<file path="config.mk">
export PLATFORM = sky130hd
export DESIGN_NAME = burst_addr_seq
export DESIGN_NICKNAME = d
export VERILOG_FILES = /design/src/rtl/burst_seq_pkg.sv /design/src/rtl/burst_cmd_decode.sv /design/src/rtl/burst_phase_fsm.sv /design/src/rtl/burst_start_reg.sv /design/src/rtl/burst_order_map.sv /design/src/rtl/burst_addr_seq.sv
export SDC_FILE = /design/constraint.sdc
export NUM_CORES = 1
export LEC_CHECK = 0
export ABC_AREA = 0
export ABC_CLOCK_PERIOD_IN_PS = 1900
export BUFFER_PORTS_ARGS = -buffer_cell sky130_fd_sc_hd__buf_2
export CORE_MARGIN = 2
export CORE_UTILIZATION = 50
export CTS_CLUSTER_SIZE = 16
export DETAILED_ROUTE_END_ITERATION = 8
export PLACE_DENSITY = 0.9
export SLEW_MARGIN = 20
export SYNTH_ARGS = -nofsm -noshare
export SYNTH_HDL_FRONTEND = slang
export SYNTH_SLANG_ARGS = --single-unit
</file>
<file path="constraint.sdc">
create_clock -name clk -period 1.9 [get_ports clk]
set_clock_uncertainty 0.2 [all_clocks]
set_input_delay 0.095 -clock clk [delete_from_list [all_inputs] [get_ports clk]]
set_output_delay 0.095 -clock clk [all_outputs]
set_load 0.05 [all_outputs]
</file>
<file path="src/rtl/burst_seq_pkg.sv">
package burst_seq_pkg;

    localparam int BEAT_W = 2;

    typedef enum logic [BEAT_W-1:0] {
        BEAT_0 = 2'd0,
        BEAT_1 = 2'd1,
        BEAT_2 = 2'd2,
        BEAT_3 = 2'd3
    } beat_t;

    typedef enum logic [1:0] {
        CMD_HOLD = 2'd0,
        CMD_LOAD = 2'd1,
        CMD_STEP = 2'd2
    } cmd_t;

endpackage

</file>
<file path="src/rtl/burst_cmd_decode.sv">
module burst_cmd_decode
    import burst_seq_pkg::*;
(
    input  logic clk_en_n,
    input  logic load_n,
    output cmd_t cmd
);

    always_comb begin
        if (clk_en_n)
            cmd = CMD_HOLD;
        else if (!load_n)
            cmd = CMD_LOAD;
        else
            cmd = CMD_STEP;
    end

endmodule

</file>
<file path="src/rtl/burst_phase_fsm.sv">
module burst_phase_fsm
    import burst_seq_pkg::*;
(
    input  logic  clk,
    input  logic  rst_n,
    input  cmd_t  cmd,
    output beat_t beat
);

    beat_t state_q;
    beat_t state_d;

    always_ff @(posedge clk or negedge rst_n) begin
        if (!rst_n)
            state_q <= BEAT_0;
        else
            state_q <= state_d;
    end

    always_comb begin
        state_d = state_q;
        unique case (cmd)
            CMD_HOLD: state_d = state_q;
            CMD_LOAD: state_d = BEAT_0;
            CMD_STEP: begin
                unique case (state_q)
                    BEAT_0: state_d = BEAT_1;
                    BEAT_1: state_d = BEAT_2;
                    BEAT_2: state_d = BEAT_3;
                    BEAT_3: state_d = BEAT_0;
                    default: state_d = BEAT_0;
                endcase
            end
            default: state_d = state_q;
        endcase
    end

    assign beat = state_q;

endmodule

</file>
<file path="src/rtl/burst_start_reg.sv">
module burst_start_reg
    import burst_seq_pkg::*;
#(
    parameter int ADDR_W = 16
) (
    input  logic              clk,
    input  logic              rst_n,
    input  cmd_t              cmd,
    input  logic [ADDR_W-1:0] ext_addr,
    output logic [ADDR_W-1:0] start_addr
);

    logic [ADDR_W-1:0] start_q;

    always_ff @(posedge clk or negedge rst_n) begin
        if (!rst_n)
            start_q <= '0;
        else if (cmd == CMD_LOAD)
            start_q <= ext_addr;
    end

    assign start_addr = start_q;

endmodule

</file>
<file path="src/rtl/burst_order_map.sv">
module burst_order_map
    import burst_seq_pkg::*;
#(
    parameter int ADDR_W = 16
) (
    input  logic              [ADDR_W-1:0] start_addr,
    input  beat_t                          beat,
    input  logic                           order_sel,
    output logic              [ADDR_W-1:0] addr
);

    localparam int UPPER_W = ADDR_W - BEAT_W;

    logic [BEAT_W-1:0] start_lo;
    logic [BEAT_W-1:0] lin_lo;
    logic [BEAT_W-1:0] ilv_lo;
    logic [BEAT_W-1:0] sel_lo;

    assign start_lo = start_addr[BEAT_W-1:0];
    assign lin_lo   = start_lo + BEAT_W'(beat);

    for (genvar i = 0; i < BEAT_W; i++) begin : g_ilv
        assign ilv_lo[i] = start_lo[i] ^ beat[i];
    end

    always_comb begin
        if (order_sel)
            sel_lo = ilv_lo;
        else
            sel_lo = lin_lo;
    end

    assign addr = {start_addr[ADDR_W-1 -: UPPER_W], sel_lo};

endmodule

</file>
<file path="src/rtl/burst_addr_seq.sv">
module burst_addr_seq
    import burst_seq_pkg::*;
#(
    parameter int ADDR_W = 16
) (
    input  logic              clk,
    input  logic              rst_n,
    input  logic              clk_en_n,
    input  logic              load_n,
    input  logic [ADDR_W-1:0] ext_addr,
    input  logic              order_sel,
    output logic [ADDR_W-1:0] burst_addr
);

    cmd_t              cmd;
    beat_t             beat_q;
    logic [ADDR_W-1:0] start_q;

    burst_cmd_decode u_dec (
        .clk_en_n (clk_en_n),
        .load_n   (load_n),
        .cmd      (cmd)
    );

    burst_phase_fsm u_fsm (
        .clk   (clk),
        .rst_n (rst_n),
        .cmd   (cmd),
        .beat  (beat_q)
    );

    burst_start_reg #(.ADDR_W(ADDR_W)) u_start (
        .clk        (clk),
        .rst_n      (rst_n),
        .cmd        (cmd),
        .ext_addr   (ext_addr),
        .start_addr (start_q)
    );

    burst_order_map #(.ADDR_W(ADDR_W)) u_map (
        .start_addr (start_q),
        .beat       (beat_q),
        .order_sel  (order_sel),
        .addr       (burst_addr)
    );

endmodule

</file>
==> results by group <==
Outcome
  • Result of the run: complete, no violations

Hold path
  • Classification of the worst-slack hold path: in -> async

Floorplanning
  • Initial Utilization: 52.7%
  • Die H: around 46 um
  • Die ar.: 2150 sq um
  • Cell row count: 15
  • Core Region: roughly 1700 sq um
  • Number of placed I/O pins: 37
  • DIE WIDTH: about 46 um

Critical path
  • Required time of the critical path: 1.88 ns
  • Endpoint of the worst register-to-register path: u_fsm.beat[0]
  • Cell with the largest stage delay on the worst path: dlygate4sd3_1
  • CP Depth: 5
  • Largest delay contributor family on the critical path: buffers and inverters
  • Critical path launch point type: flop
  • Delay contributed by the slowest stage of the critical path: approximately 0.55 ns
  • R2r worst-path depth: 5
  • Kind of critical path: reg -> reg
  • Worst path bufs/invs: 2
  • Critical path's most frequent cell: o21ai_0
  • Sort of element at the end of the critical path: flop
  • Flop2flop setup slack: around 0.14 ns
  • Data arrival, critical path: ~1.7 ns
  • Cells along the critical path: inv_1 -> ha_1 -> o21ai_0 -> o21ai_0 -> dlygate4sd3_1
  • Largest fanout on the critical path: 3
  • Startpoint of the most critical register-to-register path: u_fsm.beat[0]

Finish
  • Number of antenna cells inserted: 0
  • Area growth from synthesis to layout: 35.9%
  • Non-filler cells, final: approximately 130
  • Commonest non-fill, non-tap cell in the layout: buf_2
  • Most frequent cells in the layout: 36 x buf_2, 20 x dlygate4sd3_1, 18 x dfrtp_1, 10 x mux2_4, 6 x mux2_2
  • Fraction of final layout cells with drive strength greater than 1: 52.3%
  • Final-stage net count: around 130

Detailed routing
  • Routed wire length: 1660 um
  • Vias post-DR: between 500 and 600
  • Drt via density: between 4 and 5
  • DRC violations left: 0
  • Number of routed nets with antenna violations: 0
  • Number of DRC violations after detailed-routing iteration 0: 5
  • Pre-antenna DRT Iters: 3
  • Average routed wire per standard cell: 12.4 um

Place
  • Half-perimeter wire length after placement: approximately 1100 um
  • Port buffer count: 36
  • Final estimated routing congestion in global placement: 0.758
  • Cell count after placement: 110

Clock network
  • Resize count post-CTS: 0
  • Reg clk slew, reported paths: roughly 0.10 ns
  • Clk root buf: clkbuf_4
  • CTS tree: yes
  • Depth of the CTS H-tree: 1
  • CTS Sinks: 18
  • CTS Buf Count: 3
  • Clock network latency to the later pin of the worst-skew pair: ~0.28 ns
  • Buffer levels on the longest clock path: 2

Synth
  • Sequential share of the synthesized area: about half
  • Post-synthesis sequential element count: 18
  • Number of warnings reported in the yosys synthesis log: 0
  • Synthesized instance count: between 60 and 70
  • Number of nets in the synthesized netlist: a little under 90
  • Mean Syn Cell Area: approximately 14 sq um
  • Number of unique standard cell types used by synthesis: 12
  • Mapped cell area: ~900 sq um

Power and ir drop
  • Clock network fraction of design power: between 10% and 20%
  • Worst voltage drop across the vdd grid: about 0.00074 V
  • Switching power total: 0.000459 W
  • Combinational cell fraction of total power: between 40% and 50%
  • Sequential share of power: between 40% and 50%
  • Cell area power density: 973 nW/um^2
  • Leakage: ~0.6 nW
  • Internal power of the cells: around 0.00073 W
  • Net switching fraction of the power: 38.6%

STA
  • Worst slew margin: a little over three fifths
  • Max Clock Freq: 569 MHz
  • Endpoints failing setup: 0
  • Number of slew-limit violations in the final report: 0
  • Fin. Hold Viols: 0
  • Crit share post-route: between 90 and 100%
  • Pin slew with the least headroom to its limit: about 0.55 ns
  • Unrepaired setup endpoints after global routing: false
  • Time the final worst path needs with I/O delays and setup: about 1.8 ns
  • TNS Setup: 0 ns

GRT
  • Via count of the first global-routing pass: ~560
  • Pin count of the biggest net entering global routing: 19
  • Initial antenna violation count: 0
  • Global-route wire length before repair: ~2600 um
  • GRT Total Usage: roughly 17%
  • Congestion Overflow GR: 0

Job
  • Max-Cap Viols: 0
[power groups by stage]
stage / Combinational (W) / Sequential (W) / Clock [W]
6_report: 0.000479 / 0.000479 / 0.000232
5_1_grt: 0.000506 / 0.000487 / 0.000248
4_1_cts: 0.000481 / 0.000479 / 0.000233
3_5_place_dp: 0.000443 / 0.000486 / 0
3_3_place_gp: 0.000432 / 0.000483 / 0
2_1_floorplan: 0.000415 / 0.000477 / 0
[cells in the mapped netlist]
library cell,count,area [sq um]
buf_12,1,20.0
buf_4,14,105
dfrtp_1,18,450
ha_1,3,37.5
inv_1,2,7.51
mux2_2,6,67.6
mux2_4,10,150
nand2_1,3,11.3
nor2_4,1,11.3
nor2b_1,1,6.26
o21ai_0,3,15.0
xnor2_1,2,17.5
[repair_timing]
| action | 4_1_cts | 5_1_grt |
|---|---|---|
| endpoints found under the hold margin | 36 | 0 |
| buffers inserted | 0 | 0 |
| hold buffers | 20 | 0 |
[worst max-delay path by stage]
stage,from,end
after global placement,load_n,u_start.start_addr[0]
after floorplan,u_fsm.beat[0],burst_addr[1]
after CTS,u_fsm.beat[0],u_fsm.beat[0]
final,u_fsm.beat[0],u_fsm.beat[0]
after global routing,u_fsm.beat[1],u_fsm.beat[0]
after detailed placement,load_n,u_start.start_addr[0]
[cells by family (layout without fill, tap and decap cells)]
| kind of cell | count (synthesis) | in the layout | share of synthesized area, % |
|---|---|---|---|
| buffers and inverters | 17 | 62 | 14.7 |
| AND/OR/NAND/NOR | 5 | 5 | 3.20 |
| multiplexers | 16 | 16 | 24.2 |
| AO/OA/AOI/OAI | 3 | 3 | 1.67 |
| XOR/XNOR | 2 | 2 | 1.95 |
| flip-flops | 18 | 18 | 50.1 |
| adder cells (fa/ha/maj) | 3 | 3 | 4.17 |
[layer usage]
metal,wire (um),vias up,track usage (%),part of all wire (%)
met3,44,2,2.35,2.7
met5,0,-,0,0
met2,907,14,31.4,55
met1,678,277,20.0,41
li1,-,288,-,-
met4,25,0,8.57,1.5
[final cells by class]
class	count	area, sq um
fillers	128	485
flip-flops and latches	18	450
repair buffers	56	380
multi-input cells	29	317
clock buffers	4	36.3
well taps	25	31.3
inverters	2	7.51
[flip-flops by register name, summed over array words and instances (netlist names)]
register,cells
u_start.start_addr,16
u_fsm.beat,2
[per-stage QoR]
stage | cell area (sq um) | hold WS [ns] | setup WS, ns | total power [W] | util [%]
3_5_place_dp | 986 | -0.159 | 0.471 | 0.000929 | 57.7
2_1_floorplan | 900 | -0.401 | 0.102 | 0.000892 | -
4_1_cts | 1220 | 0.0662 | 0.142 | 0.00119 | 71.6
3_3_place_gp | 986 | -0.168 | 0.517 | 0.000915 | 57.7
5_1_grt | 1220 | 0.0942 | 0.00605 | 0.00124 | 71.6
6_report | 1220 | 0.0663 | 0.143 | 0.00119 | 71.6
(Power assumes the default switching activity.)
